**src/rtl/shr_pkg.sv**
```systemverilog
package shr_pkg;
  typedef enum logic [2:0] {
    ST_IDLE,
    ST_RD_WAIT,
    ST_RD_SETUP,
    ST_PEND,
    ST_GRANT,
    ST_RELEASE
  } shr_state_e;
endpackage

```
**src/rtl/shr_sync.sv**
```systemverilog
module shr_sync #(
  parameter int W = 3,
  parameter logic [W-1:0] INIT = '1
) (
  input  logic         clk,
  input  logic         rst,
  input  logic [W-1:0] d,
  output logic [W-1:0] q
);
  for (genvar i = 0; i < W; i++) begin : g_bit
    logic [1:0] sr;
    always_ff @(posedge clk) begin
      if (rst) sr <= {2{INIT[i]}};
      else     sr <= {sr[0], d[i]};
    end
    assign q[i] = sr[1];
  end
endmodule

```
**src/rtl/shr_stretch_mon.sv**
```systemverilog
module shr_stretch_mon #(
  parameter int REF_DIV = 6,
  parameter int LIMIT   = 15
) (
  input  logic clk,
  input  logic rst,
  input  logic active,
  input  logic clr,
  output logic err
);
  localparam int DIV_W = (REF_DIV > 1) ? $clog2(REF_DIV) : 1;
  localparam int CNT_W = $clog2(LIMIT + 2);
  localparam logic [DIV_W-1:0] DIV_LAST = DIV_W'(REF_DIV - 1);
  localparam logic [CNT_W-1:0] CNT_LAST = CNT_W'(LIMIT);

  logic [DIV_W-1:0] div_q;
  logic [CNT_W-1:0] cnt_q;
  logic             tick;

  assign tick = (div_q == DIV_LAST);

  // free-running reference tick
  always_ff @(posedge clk) begin
    if (rst)       div_q <= '0;
    else if (tick) div_q <= '0;
    else           div_q <= div_q + 1'b1;
  end

  // ticks elapsed in the current interruption
  always_ff @(posedge clk) begin
    if (rst || !active)               cnt_q <= '0;
    else if (tick && cnt_q != CNT_LAST) cnt_q <= cnt_q + 1'b1;
  end

  always_ff @(posedge clk) begin
    if (rst)                                       err <= 1'b0;
    else if (clr)                                  err <= 1'b0;
    else if (active && tick && cnt_q == CNT_LAST)  err <= 1'b1;
  end

  AST_ERR_NEEDS_STRETCH: assert property (@(posedge clk) disable iff (rst)
    $rose(err) |-> $past(active));
  AST_ERR_STICKY: assert property (@(posedge clk) disable iff (rst)
    (err && !clr) |=> err);
endmodule

```
**src/rtl/selftimed_resp.sv**
```systemverilog
module selftimed_resp
  import shr_pkg::*;
#(
  parameter int DATA_W        = 8,
  parameter int REF_DIV       = 6,
  parameter int STRETCH_LIMIT = 15
) (
  input  logic              clk,
  input  logic              rst,
  input  logic              sel_n,
  input  logic              req_n,
  input  logic              dir_wr,
  input  logic [DATA_W-1:0] bus_din,
  output logic [DATA_W-1:0] bus_dout,
  output logic              bus_doe,
  output logic              latch_oe,
  output logic              grant_oe,
  output logic              loc_wr_stb,
  output logic [DATA_W-1:0] loc_wr_data,
  output logic              loc_rd_stb,
  input  logic [DATA_W-1:0] loc_rd_data,
  input  logic              loc_ready,
  output logic              stretch_err
);
  localparam int            SYNC_W    = 3;
  localparam logic [SYNC_W-1:0] SYNC_INIT = 3'b011; // {dir, req_n, sel_n}

  logic [SYNC_W-1:0] sync_q;
  logic sel_a, req_a, wr_a, start;
  shr_state_e state_q, state_d;
  logic cyc_wr_q, cyc_wr_d;
  logic stretch_act;

  shr_sync #(.W(SYNC_W), .INIT(SYNC_INIT)) u_sync (
    .clk(clk), .rst(rst), .d({dir_wr, req_n, sel_n}), .q(sync_q)
  );

  assign sel_a = ~sync_q[0];
  assign req_a = ~sync_q[1];
  assign wr_a  =  sync_q[2];
  assign start = (state_q == ST_IDLE) && sel_a && req_a;

  always_comb begin
    state_d = state_q;
    unique case (state_q)
      ST_IDLE:     if (start) state_d = wr_a ? ST_PEND : ST_RD_WAIT;
      ST_RD_WAIT:  if (loc_ready) state_d = ST_RD_SETUP;
      ST_RD_SETUP: state_d = ST_PEND;
      ST_PEND:     if (req_a && (loc_ready || !cyc_wr_q)) state_d = ST_GRANT;
      ST_GRANT:    state_d = ST_RELEASE;
      ST_RELEASE:  if (!req_a) state_d = ST_IDLE;
      default:     state_d = ST_IDLE;
    endcase
    if (!sel_a && state_q != ST_IDLE) state_d = ST_IDLE;
  end

  assign cyc_wr_d = start ? wr_a : cyc_wr_q;

  always_ff @(posedge clk) begin
    if (rst) begin
      state_q     <= ST_IDLE;
      cyc_wr_q    <= 1'b0;
      latch_oe    <= 1'b0;
      grant_oe    <= 1'b0;
      bus_doe     <= 1'b0;
      bus_dout    <= '0;
      loc_wr_stb  <= 1'b0;
      loc_rd_stb  <= 1'b0;
      loc_wr_data <= '0;
    end else begin
      state_q    <= state_d;
      cyc_wr_q   <= cyc_wr_d;
      latch_oe   <= (state_d == ST_PEND) || (state_d == ST_GRANT) ||
                    (state_d == ST_RELEASE);
      grant_oe   <= (state_d == ST_GRANT);
      bus_doe    <= !cyc_wr_d && ((state_d == ST_RD_SETUP) || (state_d == ST_PEND) ||
                    (state_d == ST_GRANT) || (state_d == ST_RELEASE));
      loc_wr_stb <= start && wr_a;
      loc_rd_stb <= start && !wr_a;
      if (start && wr_a) loc_wr_data <= bus_din;
      if (state_q == ST_RD_WAIT && state_d == ST_RD_SETUP) bus_dout <= loc_rd_data;
    end
  end

  assign stretch_act = sel_a && !req_a &&
                       ((state_q == ST_RD_WAIT) || (state_q == ST_RD_SETUP) ||
                        (state_q == ST_PEND));

  shr_stretch_mon #(.REF_DIV(REF_DIV), .LIMIT(STRETCH_LIMIT)) u_mon (
    .clk(clk), .rst(rst), .active(stretch_act), .clr(start), .err(stretch_err)
  );

  AST_STB_EXCLUSIVE: assert property (@(posedge clk) disable iff (rst)
    $onehot0({loc_wr_stb, loc_rd_stb}));
  AST_WR_STB_PULSE: assert property (@(posedge clk) disable iff (rst)
    loc_wr_stb |=> !loc_wr_stb);
  AST_RD_DATA_BEFORE_LATCH: assert property (@(posedge clk) disable iff (rst)
    ($rose(latch_oe) && !cyc_wr_q) |-> $past(bus_doe));
  AST_GRANT_NEEDS_REQ: assert property (@(posedge clk) disable iff (rst)
    $rose(grant_oe) |-> $past(req_a));
  AST_LATCH_HELD_IN_GAP: assert property (@(posedge clk) disable iff (rst)
    (latch_oe && sel_a && !req_a && state_q == ST_PEND) |=> latch_oe);
  AST_GRANT_UNDER_LATCH: assert property (@(posedge clk) disable iff (rst)
    grant_oe |-> latch_oe);
  AST_GRANT_ONE_CLK: assert property (@(posedge clk) disable iff (rst)
    grant_oe |=> !grant_oe);
  AST_LATCH_FALL_AFTER_REQ: assert property (@(posedge clk) disable iff (rst)
    $fell(latch_oe) |-> ($past(!req_a) || $past(!sel_a)));
  AST_DOE_READ_ONLY: assert property (@(posedge clk) disable iff (rst)
    bus_doe |-> !cyc_wr_q);
endmodule

```
**config.mk**
```make
export PLATFORM = sky130hd
export DESIGN_NAME = selftimed_resp
export DESIGN_NICKNAME = d
export VERILOG_FILES = /design/src/rtl/shr_pkg.sv /design/src/rtl/shr_sync.sv /design/src/rtl/shr_stretch_mon.sv /design/src/rtl/selftimed_resp.sv
export SDC_FILE = /design/constraint.sdc
export NUM_CORES = 1
export LEC_CHECK = 0
export CORE_ASPECT_RATIO = 0.5
export CORE_UTILIZATION = 26
export DETAILED_ROUTE_END_ITERATION = 16
export MAX_ROUTING_LAYER = met4
export PLACE_DENSITY = 0.44
export REMOVE_ABC_BUFFERS = 1
export SLEW_MARGIN = 20
export SYNTH_ARGS = -nofsm -noshare
export SYNTH_HDL_FRONTEND = slang
export SYNTH_SLANG_ARGS = --single-unit
```
**constraint.sdc**
```tcl
create_clock -name clk -period 4.37 [get_ports clk]
set_input_delay 0.437 -clock clk [delete_from_list [all_inputs] [get_ports clk]]
set_output_delay 0.437 -clock clk [all_outputs]
set_load 0.05 [all_outputs]
```
Word level (Yosys, flattened, before mapping). Index checks and enable logic that the tools add are counted.

Bits in registers: 40. Latch bits: 0. Bits in writable memories: 0. Memory bits (read-only): 0. Input bits: 22. Output and inout port bits: 22. Word-level logic and storage cells: 69. Memories kept: 0.

$add $sub $neg: 2. Multipliers: 0. Divide/modulo/power cells: 0. Magnitude comparators: 0. Equality and inequality tests: 12. Shifts and indexed selects: 0. Muxes and demuxes: 8. Bitwise gates (word level): 2. Reduce and logical (&&, ||, !) cells: 30.

Operator list (count): $pmux 3 s6 (1); $eq 3x3->1 const B (5); $mux 3 (5); $logic_and 1x1->1 (13); $eq 3x2->1 const B (4); $logic_or 1x1->1 (9); $add 5x1->5 const B (1); $eq 5x4->1 const B (1); $ne 5x4->1 const B (1); $logic_not 1->1 (4); $reduce_or 2->1 (2); $add 3x1->3 const B (1); $eq 3x1->1 const B (1); $logic_not 3->1 (1); $reduce_bool 3->1 (1); $mux 2 (1); $not 1->1 (2); $mux 1 (1).

Depth between registers and ports, before layout. Gate-level depths: netlist of the first run.

Depth after elaboration: 11. Depth in mapped cells: 6. Depth with buffers taken out: 6.

Cells and area by module. Synthesis of the first run repeated with hierarchy kept, for this count alone.

Cells, all modules: 164. Area total of the unflattened synthesis: 1547.7 um2.

Modules (own cells, without submodules): selftimed_resp (times used 1, cells an instance 109, area an instance 967.2 um2, seq. area each 500.5 um2); shr_stretch_mon (times used 1, cells an instance 40, area an instance 400.4 um2, seq. area each 180.2 um2); shr_sync (times used 1, cells an instance 15, area an instance 180.2 um2, seq. area each 120.1 um2).

Least setup slack after synthesis of the first run. No wires, ideal clock.

Path type: reg2reg. From: register u_mon.cnt_q[0]. To: register u_mon.cnt_q[3]. Library setup time: 0.070 ns. Arrival: 1.600 ns. Data required time: 4.300 ns. Path slack: 2.700 ns. Cell stages (with the launch flop): 7. Buffers on the path: 0. Period minus slack after synthesis: 1.670 ns. Path through: dfxtp_1 -> ha_1 -> and3_1 -> ha_1 -> nand3b_1 -> or3_1 -> a21oi_1.

Longest elaborated chain between the ends: 2. Elaborated cells on any way between the ends: 3. Those cells by class: 1 x add/sub; 1 x eq/ne; 1 x reduce/logical.

RTL lines: start: declaration (RTL line shr_stretch_mon.sv:17) `logic [CNT_W-1:0] cnt_q;`; start signal: assignment (RTL line shr_stretch_mon.sv:32) `else if (tick && cnt_q != CNT_LAST) cnt_q <= cnt_q + 1'b1;`; parallel branches: the longest is 2 deep, another holds $add 5x1->5.

Several ways; the timed one is not identified. A chain may end at the register's enable or synchronous reset.

Final worst setup path of the first run.
From: register loc_wr_data[0]. To: output port loc_wr_data[0].

RTL lines: start: declaration (RTL line selftimed_resp.sv:19) `output logic [DATA_W-1:0] loc_wr_data,`; start signal: assignment (RTL line selftimed_resp.sv:80) `if (start && wr_a) loc_wr_data <= bus_din;`.

No word-level cell between the ends.

==> results.json, run 1 <==
{
  "drv_slew": 0,
  "crit_family": "buffers and inverters",
  "hold_viol": 0,
  "slowest_stage": "clkdlybuf4s50_1",
  "slowest_delay_ns": 0.81,
  "insertion_delay_ns": 0.28,
  "io_pins": 44,
  "mostFrequentLayoutCells": "clkdlybuf4s50_1, dfxtp_1, a21oi_1, nand3_1, nor2_1",
  "slew_headroom_pct": 56.6,
  "leakage_nw": 0.771,
  "root_buffer": "clkbuf_16",
  "worst_pin_slew_ns": 0.648,
  "dr.pass1.iters": 4,
  "cts_made_buffers": 5,
  "setup_violations": 0,
  "place_ws_ns": 2.48,
  "critical_path.cell_chain": "clkdlybuf4s50_1",
  "worst_ep_required_time_ns": 3.93,
  "synth.distinct_cells": 46,
  "h-tree-depth": 2,
  "endpoint_kind": "output port",
  "cp.arrival_ns": 1.43,
  "grt_overflow": 0,
  "regArea_um2": 801,
  "grt_util_all_layers_pct": 12.9,
  "clkSlewWorstSetupHoldPaths_ns": 0.05,
  "diodes": 0,
  "ys_warn_count": 0,
  "fmax_ghz": 0.535,
  "utilization_pct": 37.3,
  "synth_cells": 184,
  "whs_ns": 0.410,
  "grt_first_pass_wirelength_mm": 6.37,
  "rows": 20,
  "crit_buf_inv": 1,
  "path_class": "reg2out",
  "fin_tns_setup_ns": 0,
  "period_minus_slack_ns": 1.87,
  "fillers": 641,
  "syn_area_um2": 1680,
  "synth_seq_cells": 40,
  "dieArea_um2": 6800,
  "critPathLaunchType": "register",
  "die_h_um": 58.8,
  "avgSynthCellArea_um2": 9.13,
  "postLayoutSetupSlackWorst_ns": 2.50,
  "finalPower_uw": 780,
  "grt_max_degree": 34,
  "pwr_density_cell_nw_per_um2": 340,
  "dpl-instance-area_um2": 2150,
  "drtAntennaViolNets": 0,
  "status": "finished, final reports clean",
  "drc": 0,
  "placedCellCount": 304,
  "hpwl_mm": 2.69,
  "die_x_um": 116,
  "drive_above_1_share_pct": 8.93,
  "cts_setup_buffers": 0,
  "critPathMaxFanout": 2,
  "fin_worst_skew_ns": 0.00408,
  "drt_iter0_drc": 93,
  "gp_congestion": 0.748,
  "hp-class": "reg2reg",
  "layout.nets": 249,
  "vias": 1450,
  "start_util_pct": 27.3,
  "stdcell_area_um2": 2300,
  "multi_input_area_um2": 778,
  "max_cap_viol_count": 0,
  "grt_pass1_vias": 1331,
  "cts_sinks": 40,
  "clock_path_buffers": 2,
  "irDropWorstVdd_mv": 0.124,
  "final_common_cell": "clkdlybuf4s50_1",
  "wirelength_mm": 3.90,
  "cts_tree": "done",
  "portBuffers": 43,
  "rsz0062_at_grt": "no",
  "final_cells": 312,
  "wire_per_inst_um": 12.5,
  "antenna_found_initial": 0,
  "post_cts_resized": 0,
  "cts-hold-fix-buffers": 0,
  "seq_area_frac_synth_pct": 47.7,
  "area_delta_synth_final_pct": 36.7,
  "via_per_inst": 4.65,
  "finalCritPeriodShare_pct": 42.8,
  "core_area_um2": 6160
}
-- path summary, 6_finish.rpt --
| check | startpoint | end | slack, ns | cells after the start |
|---|---|---|---|---|
| worst min-delay path | u_sync.g_bit[1].sr[0] | u_sync.g_bit[1].sr[1] | 0.41 | 1 |
| worst max register to register | u_mon.cnt_q[0] | u_mon.cnt_q[3] | 2.55 | 6 |
| worst min register to register | u_sync.g_bit[1].sr[0] | u_sync.g_bit[1].sr[1] | 0.41 | 1 |
| worst max-delay path | loc_wr_data[0] | loc_wr_data[0] | 2.50 | 1 |
-- power breakdown --
| part | internal, mW | leakage [nW] | switching [mW] |
|---|---|---|---|
| Clock | 0.227 | 0.0712 | 0.128 |
| Sequential | 0.371 | 0.324 | 0.00541 |
| Combinational | 0.0265 | 0.376 | 0.0221 |
| Total | 0.624 | 0.771 | 0.155 |
-- logic make-up after synthesis --
family          after synthesis  share of synthesized area [%]
flops                        40                           47.7
xor+xnor                      2                           1.04
simple gates                 63                           21.7
buf+inv                      17                           5.96
compound gates               57                           20.0
fa+ha+maj                     4                           2.98
mux                           1                          0.596
-- registers in the layout, summed over array words and instances (netlist names) --
signal,flops
cyc_wr_q,1
loc_wr_stb,1
grant_oe,1
u_sync.g_bit.sr,6
loc_wr_data,8
state_q,3
u_mon.div_q,3
bus_doe,1
latch_oe,1
u_mon.err,1
loc_rd_stb,1
u_mon.cnt_q,5
bus_dout,8
-- Yosys cell counts, drive strengths merged --
master	instances	area (um2)
nor3	2	15.0
dfxtp	40	801
a21boi	1	7.51
or3	2	12.5
mux2i	1	10.0
nand3b	2	15.0
nand4b	1	8.76
o22ai	1	6.26
nor2	11	41.3
clkbuf	3	11.3
a31oi	1	6.26
a221oi	1	8.76
or4	1	11.3
inv	4	15.0
ha	4	50.1
nand3	18	90.1
a21oi	23	115
a21bo	1	10.0
o211ai	1	7.51
a2111o	1	11.3
and3	1	6.26
and2	1	6.26
o21a	1	7.51
a32oi	1	8.76
nor4	2	12.5
xor2	2	17.5
a22o	1	8.76
nand2b	3	18.8
nor4bb	2	20.0
a21o	1	7.51
or3b	1	8.76
nor3b	2	20.0
nand2	5	21.3
or2	5	31.3
buf	10	73.8
nor2b	4	25.0
o21ba	1	10.0
o21ai	19	98.8
a211oi	3	22.5
-- layer usage --
metal,GRT usage (%),part of all wire [%]
met4,4.40,0.97
met3,4.33,3.9
met5,-,0
met1,16.3,50
met2,19.2,45
-- cell type report --
class	instances	area share, %
Timing Repair Buffer	45	19.4
Multi-Input combinational cell	127	33.9
Inverter	4	0.654
Clock buffer	8	6.38
Sequential cell	40	34.9
Tap cell	88	4.80
Power figures use the tool's default switching activity.
==> inputs of run 2 (changes only) <==
--- a/config.mk
+++ b/config.mk
@@ -9,7 +9,7 @@
 export CORE_UTILIZATION = 26
 export DETAILED_ROUTE_END_ITERATION = 16
 export MAX_ROUTING_LAYER = met4
-export PLACE_DENSITY = 0.44
+export PLACE_DENSITY = 0.46
 export REMOVE_ABC_BUFFERS = 1
 export SLEW_MARGIN = 20
 export SYNTH_ARGS = -nofsm -noshare
==> constraint.sdc (replaced) <==
create_clock -name clk -period 1.5 [get_ports clk]
set_input_delay 0.15 -clock clk [delete_from_list [all_inputs] [get_ports clk]]
set_output_delay 0.15 -clock clk [all_outputs]
set_load 0.05 [all_outputs]
==> run 2 against run 1 <==
Against the previous run:
- the run now ends with setup timing left
- cell area increased by 4.9%
- register-to-register slack got worse by 2.6 ns
- first-iteration DRC count shrank 35%
- critical path type is now reg2reg
- sequential cell count unchanged
==> results.json, run 2 (synthesized netlist as in run 1, its figures left out) <==
{
  "fin_tns_setup_ns": -0.0143,
  "grt_first_pass_wirelength_mm": 6.87,
  "h-tree-depth": 2,
  "irDropWorstVdd_mv": 0.349,
  "drive_above_1_share_pct": 27.5,
  "period_minus_slack_ns": 1.51,
  "switchingPower_uw": 490,
  "multi_input_area_um2": 822,
  "endpoint_kind": "register",
  "diodes": 0,
  "slowest_delay_ns": 0.33,
  "switching_share_pct": 21.1,
  "insertion_delay_ns": 0.28,
  "hold_viol": 0,
  "min_from": "u_sync.g_bit[1].sr[0]",
  "path_class": "reg2reg",
  "place_ws_ns": -0.137,
  "via_per_inst": 4.60,
  "r2r-start": "u_mon.cnt_q[0]",
  "clock_path_buffers": 2,
  "area_delta_synth_final_pct": 43.4,
  "largestRegisters": "bus_dout: 8 flops, loc_wr_data: 8 flops, u_sync.g_bit.sr: 6 flops",
  "critPathLaunchType": "register",
  "violations": "setup timing",
  "cts_made_buffers": 5,
  "p_seq_share_pct": 47.0,
  "cp-startpoint": "u_mon.cnt_q[0]",
  "setup_violations": 1,
  "start_util_pct": 27.3,
  "core_area_um2": 6160,
  "p_comb_share_pct": 7.0,
  "mostFrequentLayoutCells": "buf_4, dfxtp_1, a21oi_1, clkdlybuf4s50_1, nand3_1",
  "drtAntennaViolNets": 0,
  "cp.arrival_ns": 1.73,
  "die_h_um": 58.8,
  "wire_per_inst_um": 12.9,
  "worst_pin_slew_ns": 0.362,
  "grt_overflow": 0,
  "postLayoutSetupSlackWorst_ns": -0.0143,
  "wirelength_mm": 4.22,
  "root_buffer": "clkbuf_16",
  "worst_ep_required_time_ns": 1.71,
  "critPathMaxFanout": 4,
  "status": "finished with violations",
  "p_clk_share_pct": 46.0,
  "fillers": 638,
  "rows": 20,
  "antenna_found_initial": 0,
  "critical_path.cell_chain": "ha_4 -> and3_4 -> ha_4 -> nand3b_1 -> or3_1 -> a21oi_1",
  "pwr_density_cell_nw_per_um2": 965,
  "clkSlewWorstSetupHoldPaths_ns": 0.06,
  "rsz0062_at_grt": "yes",
  "dieArea_um2": 6800,
  "finalCritPeriodShare_pct": 101,
  "layout.nets": 265,
  "grt_util_all_layers_pct": 13.9,
  "slew_headroom_pct": 75.5,
  "slowest_stage": "dfxtp_2",
  "drt_iter0_drc": 60,
  "grt_pass1_vias": 1469,
  "dr.pass1.iters": 4,
  "gp_congestion": 0.742,
  "fin_worst_skew_ns": 0.00296,
  "crit_path_frequent_cell": "ha_4",
  "io_pins": 44,
  "leakage_nw": 0.896,
  "cts_tree": "done",
  "hpwl_mm": 3.02,
  "dpl-instance-area_um2": 2210,
  "max_cap_viol_count": 0,
  "final_common_cell": "buf_4",
  "regArea_um2": 805,
  "power.internal_mw": 1.83,
  "die_x_um": 116,
  "hp-class": "reg2reg",
  "drv_slew": 0,
  "vias": 1510,
  "stdcell_area_um2": 2410,
  "fmax_ghz": 0.660,
  "grt_max_degree": 24,
  "drc": 0,
  "cts_sinks": 40,
  "portBuffers": 43
}
run 2: cell count changes in the layout (fill, tap and decap cells not counted), sizes merged:
cell / delta
buf: +38
clkdlybuf4s50: -22
run 2: power by group through the flow:
stage | Clock (mW) | Sequential, mW | Combinational, mW
2_1_floorplan | 0 | 1.12 | 0.0499
3_3_place_gp | 0 | 1.12 | 0.160
3_5_place_dp | 0 | 1.12 | 0.162
4_1_cts | 1.11 | 1.09 | 0.163
5_1_grt | 1.15 | 1.09 | 0.180
6_report | 1.07 | 1.09 | 0.163
run 2: critical path, delay by kind of cell, from the launching register on:
kind	cells	cell delay [ns]
DFF	1	0.33
AOI/OAI and AO/OA	1	0.12
and+or+nand+nor	3	0.70
adders and majority gates	2	0.30
run 2: through the flow:
step	hold slack, ns	power [mW]	utilization (%)	std cells
5_1_grt	0.434	2.43	39.1	328
2_1_floorplan	0.219	1.17	-	171
4_1_cts	0.412	2.37	38.8	327
3_3_place_gp	0.396	1.28	35.9	319
6_report	0.407	2.32	39.1	328
3_5_place_dp	0.398	1.28	35.9	319
run 2: worst paths after layout:
| check | end | slack [ns] | cells after the start |
|---|---|---|---|
| setup reg to reg | u_mon.cnt_q[3] | -0.01 | 6 |
| hold reg to reg | u_sync.g_bit[1].sr[1] | 0.41 | 1 |
| hold / removal | u_sync.g_bit[1].sr[1] | 0.41 | 1 |
| setup / recovery | u_mon.cnt_q[3] | -0.01 | 6 |
run 2: final cells by class:
type	instances	area share (%)
Timing Repair Buffer	61	21.2
Inverter	4	0.623
Sequential cell	40	33.4
Tap cell	88	4.57
Clock buffer	8	6.08
Multi-Input combinational cell	127	34.1
run 2: routing by layer:
metal / up-vias / global-route usage (%) / part of all wire (%)
li1: 767 / - / -
met1: 714 / 16.9 / 50
met2: 24 / 22.8 / 46
met3: 5 / 3.50 / 3.2
met4: 0 / 4.76 / 1.1
met5: - / - / 0
run 2: what timing repair did:
item                       4_1_cts  5_1_grt
pin swaps                        2        0
buffers inserted                 0        1
setup endpoints to repair        4       14
hold buffers                     0        0
gates resized for setup          7        4
==> inputs of run 3 (changes only) <==
--- a/config.mk
+++ b/config.mk
@@ -5,11 +5,12 @@
 export SDC_FILE = /design/constraint.sdc
 export NUM_CORES = 1
 export LEC_CHECK = 0
-export CORE_ASPECT_RATIO = 0.5
+export CAP_MARGIN = 10
+export CORE_ASPECT_RATIO = 1.1
 export CORE_UTILIZATION = 26
 export DETAILED_ROUTE_END_ITERATION = 16
 export MAX_ROUTING_LAYER = met4
-export PLACE_DENSITY = 0.46
+export PLACE_DENSITY = 0.44
 export REMOVE_ABC_BUFFERS = 1
 export SLEW_MARGIN = 20
 export SYNTH_ARGS = -nofsm -noshare
==> constraint.sdc (replaced) <==
create_clock -name clk -period 1.8 [get_ports clk]
set_input_delay 0.18 -clock clk [delete_from_list [all_inputs] [get_ports clk]]
set_output_delay 0.18 -clock clk [all_outputs]
set_load 0.05 [all_outputs]
==> run 3 against run 2 <==
Against the previous run:
- the run now ends clean
- sequential share of layout area is 1.6 points higher
- hold slack better by 0.0058 ns
- via count is 3.6% lower
- count of clock-buffer cells in the layout is 2 lower
==> results.json, run 3 (synthesized netlist as in run 1, its figures left out) <==
{
  "area_delta_synth_final_pct": 36.3,
  "place_ws_ns": 0.0973,
  "grt_first_pass_wirelength_mm": 6.70,
  "drtAntennaViolNets": 0,
  "r2r-start": "u_mon.cnt_q[0]",
  "die_x_um": 78.6,
  "fmax_ghz": 0.587,
  "worst_ep_required_time_ns": 2.03,
  "antenna_found_initial": 0,
  "setup_violations": 0,
  "drt_iter0_drc": 54,
  "layout.nets": 258,
  "critPathMaxFanout": 4,
  "final_common_cell": "clkdlybuf4s50_1",
  "cts_made_buffers": 5,
  "io_pins": 44,
  "hpwl_mm": 2.94,
  "rsz0062_at_grt": "no",
  "cts_tree": "done",
  "portBuffers": 43,
  "pwr_density_cell_nw_per_um2": 699,
  "clkSlewWorstSetupHoldPaths_ns": 0.07,
  "drc": 0,
  "max_cap_viol_count": 0,
  "hp-class": "reg2reg",
  "grt_util_all_layers_pct": 13.0,
  "core_area_um2": 6190,
  "worst_pin_slew_ns": 0.521,
  "grt_max_degree": 22,
  "via_per_inst": 4.67,
  "fin_tns_setup_ns": 0,
  "mostFrequentLayoutCells": "clkdlybuf4s50_1, dfxtp_1, a21oi_1, nand3_1",
  "dr.pass1.iters": 4,
  "irDropWorstVdd_mv": 0.238,
  "grt_overflow": 0,
  "cts_setup_buffers": 0,
  "drv_slew": 0,
  "endpoint_kind": "register",
  "dieArea_um2": 6780,
  "period_minus_slack_ns": 1.70,
  "whs_ns": 0.413,
  "path_class": "reg2reg",
  "diodes": 0,
  "critPathLaunchType": "register",
  "grt_pass1_vias": 1407,
  "min_from": "u_sync.g_bit[0].sr[0]",
  "leakage_nw": 0.784,
  "slew_headroom_pct": 65.2,
  "postLayoutSetupSlackWorst_ns": 0.0972,
  "cts_sinks": 40,
  "hold_viol": 0,
  "cp-startpoint": "u_mon.cnt_q[0]",
  "clock_path_buffers": 2,
  "root_buffer": "clkbuf_8",
  "wire_per_inst_um": 13.2,
  "h-tree-depth": 2,
  "gp_congestion": 0.708,
  "status": "finished, final reports clean",
  "cp.arrival_ns": 1.93,
  "largestRegisters": "bus_dout: 8 flops, loc_wr_data: 8 flops, u_sync.g_bit.sr: 6 flops",
  "start_util_pct": 27.1,
  "rows": 30,
  "fin_worst_skew_ns": 0.00653,
  "finalCritPeriodShare_pct": 94.6,
  "wirelength_mm": 4.12,
  "die_h_um": 86.3,
  "drive_above_1_share_pct": 12.9,
  "insertion_delay_ns": 0.29,
  "vias": 1456
}
[run 3: per-stage QoR]
stage | util [%] | total power, mW | area (um2) | std cells
6_report | 36.9 | 1.60 | 2290 | 312
5_1_grt | 36.9 | 1.67 | 2290 | 312
4_1_cts | 36.9 | 1.63 | 2280 | 312
3_5_place_dp | 35.6 | 1.06 | 2210 | 305
3_3_place_gp | 35.6 | 1.06 | 2210 | 305
2_1_floorplan | - | 0.973 | 1590 | 171
[run 3: layout make-up]
class	count	area, um2
clock buffer	6	72.6
timing repair buffer	54	513
sequential	40	801
clock inverter	1	5.00
multi-input combinational	127	782
fill	649	3910
inverter	4	15.0
tap	80	100
[run 3: where the power goes]
part | internal, mW | switching, mW | total, mW
registers | 0.898 | 0.0122 | 0.910
logic | 0.0708 | 0.0568 | 0.128
clock network | 0.264 | 0.297 | 0.561
total | 1.23 | 0.366 | 1.60
[run 3: per-layer routing]
layer,GRT usage [%],vias to the layer above,routed length [um]
met1,16.5,674,2050
met3,3.05,7,168
met5,-,-,0
met2,19.9,28,1830
met4,5.05,0,69
li1,-,747,-
[run 3: worst max-delay path, cell delays in order, from the launching register on]
cell      delay [ns]
dfxtp_1         0.33
ha_1            0.22
and3_1          0.18
ha_1            0.19
nand3b_1        0.21
or3_1           0.38
a21oi_2         0.13
[run 3: final timing paths]
check / end / slack, ns / cells past startpoint
worst max register to register: u_mon.cnt_q[3] / 0.1 / 6
worst max-delay path: u_mon.cnt_q[3] / 0.1 / 6
worst min-delay path: u_sync.g_bit[0].sr[1] / 0.41 / 1
worst min register to register: u_sync.g_bit[0].sr[1] / 0.41 / 1
[run 3: timing repair]
item	in CTS	in global routing
endpoints found under the setup margin	0	1
gates resized for setup	0	1
hold buffers	0	0
